## config.mk

```make
export PLATFORM = sky130hd
export DESIGN_NAME = halt_wake_ctrl
export DESIGN_NICKNAME = d
export VERILOG_FILES = /design/src/rtl/halt_wake_pkg.sv /design/src/rtl/hw_wake_eval.sv /design/src/rtl/hw_warmup_cnt.sv /design/src/rtl/hw_clk_en_dec.sv /design/src/rtl/halt_wake_ctrl.sv
export SDC_FILE = /design/constraint.sdc
export NUM_CORES = 1
export LEC_CHECK = 0
export ABC_AREA = 1
export BUFFER_PORTS_ARGS = -buffer_cell sky130_fd_sc_hd__buf_2
export CAP_MARGIN = 20
export CORE_MARGIN = 2
export CORE_UTILIZATION = 57
export CTS_BUF_LIST = sky130_fd_sc_hd__clkbuf_4 sky130_fd_sc_hd__clkbuf_8
export DETAILED_ROUTE_END_ITERATION = 12
export HOLD_SLACK_MARGIN = 0.06
export PLACE_DENSITY_LB_ADDON = 0.05
export SLEW_MARGIN = 20
export SYNTH_ARGS = -nofsm -noshare
export SYNTH_HDL_FRONTEND = slang
export SYNTH_HIERARCHICAL = 1
export SYNTH_SLANG_ARGS = --single-unit
```

## constraint.sdc

```tcl
create_clock -name clk -period 2.5 [get_ports clk]
set_input_delay 0.75 -clock clk [delete_from_list [all_inputs] [get_ports clk]]
set_output_delay 0.75 -clock clk [all_outputs]
set_load 0.1 [all_outputs]
```

## src/rtl/halt_wake_pkg.sv

```systemverilog
package halt_wake_pkg;

    typedef enum logic [1:0] {
        MODE_NONE  = 2'b00,
        MODE_STOP  = 2'b01,
        MODE_IDLE1 = 2'b10,
        MODE_IDLE2 = 2'b11
    } halt_mode_e;

    typedef enum logic [1:0] {
        ST_RUN    = 2'b00,
        ST_HALTED = 2'b01,
        ST_WARMUP = 2'b10
    } ctl_state_e;

endpackage

```

## src/rtl/hw_wake_eval.sv

```systemverilog
module hw_wake_eval #(
    parameter int                   NUM_SRC  = 8,
    parameter int                   LVL_W    = 3,
    parameter logic [NUM_SRC-1:0]   WAKE_SRC = 8'hF0
) (
    input  logic [NUM_SRC-1:0]       irq_req,
    input  logic [NUM_SRC*LVL_W-1:0] irq_lvl,
    input  logic [LVL_W-1:0]         int_mask,
    input  logic                     nmi_req,
    output logic                     wake_any,
    output logic                     wake_service,
    output logic                     wake_keep
);

    logic [NUM_SRC-1:0] above_mask;
    logic [NUM_SRC-1:0] pinned_wake;

    for (genvar i = 0; i < NUM_SRC; i++) begin : g_src
        assign above_mask[i]  = irq_req[i] && (irq_lvl[i*LVL_W +: LVL_W] > int_mask);
        assign pinned_wake[i] = irq_req[i] && WAKE_SRC[i];
    end

    always_comb begin
        wake_service = nmi_req || (|above_mask);
        wake_keep    = !wake_service && (|pinned_wake);
        wake_any     = wake_service || wake_keep;
    end

endmodule

```

## src/rtl/hw_warmup_cnt.sv

```systemverilog
module hw_warmup_cnt #(
    parameter int CNT_W = 8
) (
    input  logic             clk,
    input  logic             rst_n,
    input  logic             load,
    input  logic [CNT_W-1:0] load_val,
    input  logic             run,
    output logic             expired
);

    logic [CNT_W-1:0] cnt_d, cnt_q;

    always_comb begin
        cnt_d = cnt_q;
        if (load) begin
            cnt_d = load_val;
        end else if (run && cnt_q != '0) begin
            cnt_d = cnt_q - 1'b1;
        end
    end

    always_ff @(posedge clk or negedge rst_n) begin
        if (!rst_n) cnt_q <= '0;
        else        cnt_q <= cnt_d;
    end

    assign expired = (cnt_q == '0);

    // warm-up counts down by exactly one per running cycle
    assert_count_step_R11: assert property (@(posedge clk) disable iff (!rst_n)
        (run && !load && cnt_q != '0) |=> (cnt_q == $past(cnt_q) - 1'b1));

endmodule

```

## src/rtl/hw_clk_en_dec.sv

```systemverilog
module hw_clk_en_dec
    import halt_wake_pkg::*;
#(
    parameter int NUM_PERIPH = 4
) (
    input  ctl_state_e            state,
    input  halt_mode_e            mode,
    input  logic [NUM_PERIPH-1:0] psel,
    output logic                  cpu_clk_en,
    output logic [NUM_PERIPH-1:0] periph_clk_en,
    output logic                  aon_clk_en,
    output logic                  osc_en
);

    always_comb begin
        cpu_clk_en    = 1'b1;
        periph_clk_en = '1;
        aon_clk_en    = 1'b1;
        osc_en        = 1'b1;
        unique case (state)
            ST_HALTED: begin
                cpu_clk_en = 1'b0;
                unique case (mode)
                    MODE_IDLE2: periph_clk_en = psel;
                    MODE_IDLE1: periph_clk_en = '0;
                    MODE_STOP: begin
                        periph_clk_en = '0;
                        aon_clk_en    = 1'b0;
                        osc_en        = 1'b0;
                    end
                    default: periph_clk_en = '1;
                endcase
            end
            ST_WARMUP: begin
                cpu_clk_en    = 1'b0;
                periph_clk_en = '0;
                aon_clk_en    = 1'b0;
            end
            default: ;
        endcase
    end

endmodule

```

## src/rtl/halt_wake_ctrl.sv

```systemverilog
module halt_wake_ctrl
    import halt_wake_pkg::*;
#(
    parameter int                 NUM_SRC    = 8,
    parameter int                 LVL_W      = 3,
    parameter int                 NUM_PERIPH = 4,
    parameter int                 WARM_W     = 8,
    parameter logic [NUM_SRC-1:0] WAKE_SRC   = 8'hF0
) (
    input  logic                     clk,
    input  logic                     rst_n,
    input  logic                     halt_req,
    input  logic [1:0]               halt_mode,
    input  logic [NUM_PERIPH-1:0]    periph_sel,
    input  logic [LVL_W-1:0]         int_mask,
    input  logic [NUM_SRC-1:0]       irq_req,
    input  logic [NUM_SRC*LVL_W-1:0] irq_lvl,
    input  logic                     nmi_req,
    input  logic [WARM_W-1:0]        warm_count,
    output logic                     cpu_clk_en,
    output logic [NUM_PERIPH-1:0]    periph_clk_en,
    output logic                     aon_clk_en,
    output logic                     osc_en,
    output logic                     halted,
    output logic                     wake_done,
    output logic                     wake_service,
    output logic                     wake_keep_flag
);

    typedef struct packed {
        ctl_state_e            state;
        halt_mode_e            mode;
        logic [NUM_PERIPH-1:0] psel;
        logic                  svc;
        logic                  keep;
        logic                  done;
    } ctl_regs_t;

    ctl_regs_t r_d, r_q;

    logic wake_any, wake_svc_c, wake_keep_c;
    logic warm_load, warm_run, warm_expired;

    hw_wake_eval #(
        .NUM_SRC  (NUM_SRC),
        .LVL_W    (LVL_W),
        .WAKE_SRC (WAKE_SRC)
    ) u_wake (
        .irq_req      (irq_req),
        .irq_lvl      (irq_lvl),
        .int_mask     (int_mask),
        .nmi_req      (nmi_req),
        .wake_any     (wake_any),
        .wake_service (wake_svc_c),
        .wake_keep    (wake_keep_c)
    );

    assign warm_load = (r_q.state == ST_HALTED) && wake_any && (r_q.mode == MODE_STOP);
    assign warm_run  = (r_q.state == ST_WARMUP);

    hw_warmup_cnt #(
        .CNT_W (WARM_W)
    ) u_warm (
        .clk      (clk),
        .rst_n    (rst_n),
        .load     (warm_load),
        .load_val (warm_count),
        .run      (warm_run),
        .expired  (warm_expired)
    );

    always_comb begin
        r_d      = r_q;
        r_d.done = 1'b0;
        unique case (r_q.state)
            ST_RUN: begin
                if (halt_req && halt_mode != MODE_NONE) begin
                    r_d.state = ST_HALTED;
                    r_d.mode  = halt_mode_e'(halt_mode);
                    r_d.psel  = periph_sel;
                end
            end
            ST_HALTED: begin
                if (wake_any) begin
                    r_d.svc  = wake_svc_c;
                    r_d.keep = wake_keep_c;
                    if (r_q.mode == MODE_STOP) begin
                        r_d.state = ST_WARMUP;
                    end else begin
                        r_d.state = ST_RUN;
                        r_d.done  = 1'b1;
                    end
                end
            end
            ST_WARMUP: begin
                if (warm_expired) begin
                    r_d.state = ST_RUN;
                    r_d.done  = 1'b1;
                end
            end
            default: r_d.state = ST_RUN;
        endcase
    end

    always_ff @(posedge clk or negedge rst_n) begin
        if (!rst_n) begin
            r_q.state <= ST_RUN;
            r_q.mode  <= MODE_NONE;
            r_q.psel  <= '0;
            r_q.svc   <= 1'b0;
            r_q.keep  <= 1'b0;
            r_q.done  <= 1'b0;
        end else begin
            r_q <= r_d;
        end
    end

    hw_clk_en_dec #(
        .NUM_PERIPH (NUM_PERIPH)
    ) u_dec (
        .state         (r_q.state),
        .mode          (r_q.mode),
        .psel          (r_q.psel),
        .cpu_clk_en    (cpu_clk_en),
        .periph_clk_en (periph_clk_en),
        .aon_clk_en    (aon_clk_en),
        .osc_en        (osc_en)
    );

    assign halted         = (r_q.state != ST_RUN);
    assign wake_done      = r_q.done;
    assign wake_service   = r_q.done && r_q.svc;
    assign wake_keep_flag = r_q.done && r_q.keep;

    // a halt request carrying mode 00 leaves the core running
    assert_mode_none_ignored_R2: assert property (@(posedge clk) disable iff (!rst_n)
        (r_q.state == ST_RUN && halt_req && halt_mode == 2'b00) |=> (r_q.state == ST_RUN));

    // the latched mode stays fixed while away from RUN
    assert_mode_held_R3: assert property (@(posedge clk) disable iff (!rst_n)
        (r_q.state != ST_RUN && $past(r_q.state) != ST_RUN) |-> $stable(r_q.mode));

    // stop shuts every domain including the oscillator
    assert_stop_all_off_R6: assert property (@(posedge clk) disable iff (!rst_n)
        (r_q.state == ST_HALTED && r_q.mode == MODE_STOP)
            |-> (!osc_en && !aon_clk_en && !cpu_clk_en && periph_clk_en == '0));

    // a non-maskable request always leaves the halted state
    assert_nmi_release_R8: assert property (@(posedge clk) disable iff (!rst_n)
        (r_q.state == ST_HALTED && nmi_req) |=> (r_q.state != ST_HALTED));

    // the wake pulse coincides with the core clock being back
    assert_done_with_cpu_R10: assert property (@(posedge clk) disable iff (!rst_n)
        wake_done |-> (cpu_clk_en && !halted));

    // during warm-up the oscillator runs but the core stays gated
    assert_warm_gating_R11: assert property (@(posedge clk) disable iff (!rst_n)
        (r_q.state == ST_WARMUP) |-> (osc_en && !cpu_clk_en));

endmodule

```

==> flow_metrics.py <==
metrics = {
    "status": {
        "outcome": "completed",
    },
    "sta": {
        "fmax_ghz": 0.417,
        "tightest_slew_ps": 488,
        "period_share_pct": 96.0,
        "setup_viol": 0,
        "fin_ws_ps": 101,
        "clock_skew_ps": 1.01,
        "report.final.slew_viol_count": 0,
        "hold_slack_ps": 366,
        "hold_viol_final": 0,
        "fin_crit_ps": 2400,
        "maxSlewHeadroom_pct": 67.7,
    },
    "floorplanning": {
        "coreArea_sq_um": 3340,
        "io_pins": 64,
        "row_count": 21,
        "die_h_um": 62.9,
        "dieArea_sq_um": 3960,
        "die_w_um": 62.9,
        "initial_core_util_pct": 59.3,
    },
    "setup_path": {
        "crit_arrival_ps": 1650,
        "worstSetupEndpointType": "primary output",
        "startpoint_type": "flop",
        "critical_path_class": "reg2out",
        "crit_fanout": 7,
        "required_ps": 1750,
    },
    "clock_network": {
        "cts_buffers": 3,
        "cts_sinks": 19,
        "ctsHtreeMaxLevel": 1,
        "clk_latency_ps": 300,
        "cts_buffer_depth": 2,
        "hold_buffers": 0,
        "cts.clk_slew.worst_paths_ps": 110,
        "cts_tree": "yes",
        "cts_root_buf": "clkbuf_4",
    },
    "synthesis": {
        "synth_warnings": 6,
        "synth_cells": 295,
        "yosys_register_bits": 19,
        "ys_seq_area_share_pct": 24.0,
        "syn_avg_cell_area_sq_um": 6.71,
        "syn_nets": 381,
        "synth.distinct_cells": 26,
        "syn_area_sq_um": 1980,
    },
    "placement": {
        "placed_cell_area_sq_um": 2490,
        "dp_cells": 410,
        "gp_congestion": 0.896,
        "portBuffers": 63,
        "dp_worst_setup_slack_ps": -165,
        "hpwlAfterDp_um": 3390,
    },
    "grt": {
        "grtUsageMet2_pct": 39.8,
        "gr-usage-met1_pct": 29.2,
        "use_met3_pct": 3.78,
        "grt_usage_pct": 22.4,
        "grt_pass1_vias": 1845,
        "grt_max_degree": 20,
        "grt_pass1_wl_um": 7400,
        "antenna_found_initial": 0,
        "grt.overflow.total": 0,
        "grt_busiest_layer": "met2",
    },
    "flow_run": {
        "drv_cap": 0,
    },
    "final_layout": {
        "finalNonFillerCells": 415,
        "final_common_cell": "nand2_1",
        "syn_to_final_growth_pct": 30.0,
        "drive_above_1_share_pct": 27.4,
        "most-common-layout-cells": "108 x nand2_1, 58 x buf_2, 47 x inv_1",
        "fin_nets": 456,
        "final_util_pct": 77.1,
        "final_area_sq_um": 2570,
        "diodes": 0,
    },
    "detailed_routing": {
        "dr.pass1.iters": 4,
        "postRouteAntennaNets": 0,
        "drt_first_iter_violations": 74,
        "avgRoutedWirePerCell_um": 9.94,
        "post_drt_via_cell_ratio": 4.89,
        "vias": 2031,
        "wl_um": 4130,
        "route.detailed.drc": 0,
    },
    "pwr": {
        "p_per_area_nw_per_um2": 1190,
        "peakVddDrop_mv": 0.602,
        "power_leakage_nw": 1.51,
    },
    "min_path": {
        "min_path_type": "in2async",
    },
}
-- timing repair --
item,in CTS,in global routing
gates resized for setup,0,8
endpoints found under the setup margin,0,6
buffers inserted,0,1
-- where the power goes --
part / internal [W] / switching (W)
registers: 0.000448 / 0.000135
clock network: 0.0000597 / 0.0000961
logic: 0.000751 / 0.00156
-- cells in the mapped netlist (all sizes together) --
cell type,n,area [sq um]
xnor2,1,8.76
inv,48,180
o21ai,9,63.8
nor4,1,6.26
nand2,113,444
or2,1,8.76
ha,33,413
dfrtp,19,475
a21oi,11,58.8
nand4,4,25.0
nand3b,3,22.5
nor2,15,71.3
a21boi,1,7.51
clkbuf,2,17.5
clkinv,1,5.00
nand3,33,170
-- stage by stage --
stage                     setup TNS [ps]  total power (W)
after floorplan                        0          0.00227
after global routing               -44.4          0.00330
after CTS                              0          0.00305
final                                  0          0.00305
after global placement              -632          0.00285
after detailed placement           -1020          0.00288
-- flip-flops by register name, summed over array words and instances (netlist names) --
register / flops
r_q: 10
wake_done: 1
u_warm/cnt_q: 8
-- logic make-up after synthesis --
| logic type | count (synthesis) | synth area share [%] |
|---|---|---|
| XOR/XNOR | 1 | 0.443 |
| flip-flops | 19 | 24.0 |
| adder cells (fa/ha/maj) | 33 | 20.9 |
| AO/OA/AOI/OAI | 21 | 6.58 |
| AND/OR/NAND/NOR | 170 | 37.8 |
| buffers and inverters | 51 | 10.2 |
-- critical path: stages, from the launching register on --
cell and delay, ps:
dfrtp_1 450, ha_1 310, or2_4 280, nand2_1 120, buf_12 180
-- per-layer routing --
layer / up-vias / wire length, um
li1: 1082 / -
met1: 904 / 1870
met2: 43 / 2080
met3: 2 / 166
met4: 0 / 10
met5: - / 0
-- path summary, 6_finish.rpt --
check	startpoint	endpoint	slack, ps	cells after the start
setup / recovery	r_q[9]	periph_clk_en[1]	100	4
hold / removal	rst_n	r_q[6]	370	1
setup reg to reg	u_warm/cnt_q[0]	r_q[10]	970	9
hold reg to reg	r_q[5]	r_q[5]	490	2
max in group asynchronous	rst_n	u_warm/cnt_q[4]	1840	1
min in group clk	r_q[5]	r_q[5]	490	2
-- layout make-up --
class	instances	area, sq um
Fill cell	274	766
Sequential cell	19	475
Clock inverter	1	5.00
Clock buffer	3	22.5
Timing Repair Buffer	72	483
Multi-Input combinational cell	225	1340
Inverter	49	185
Tap cell	46	57.6
(Power assumes the default switching activity.)
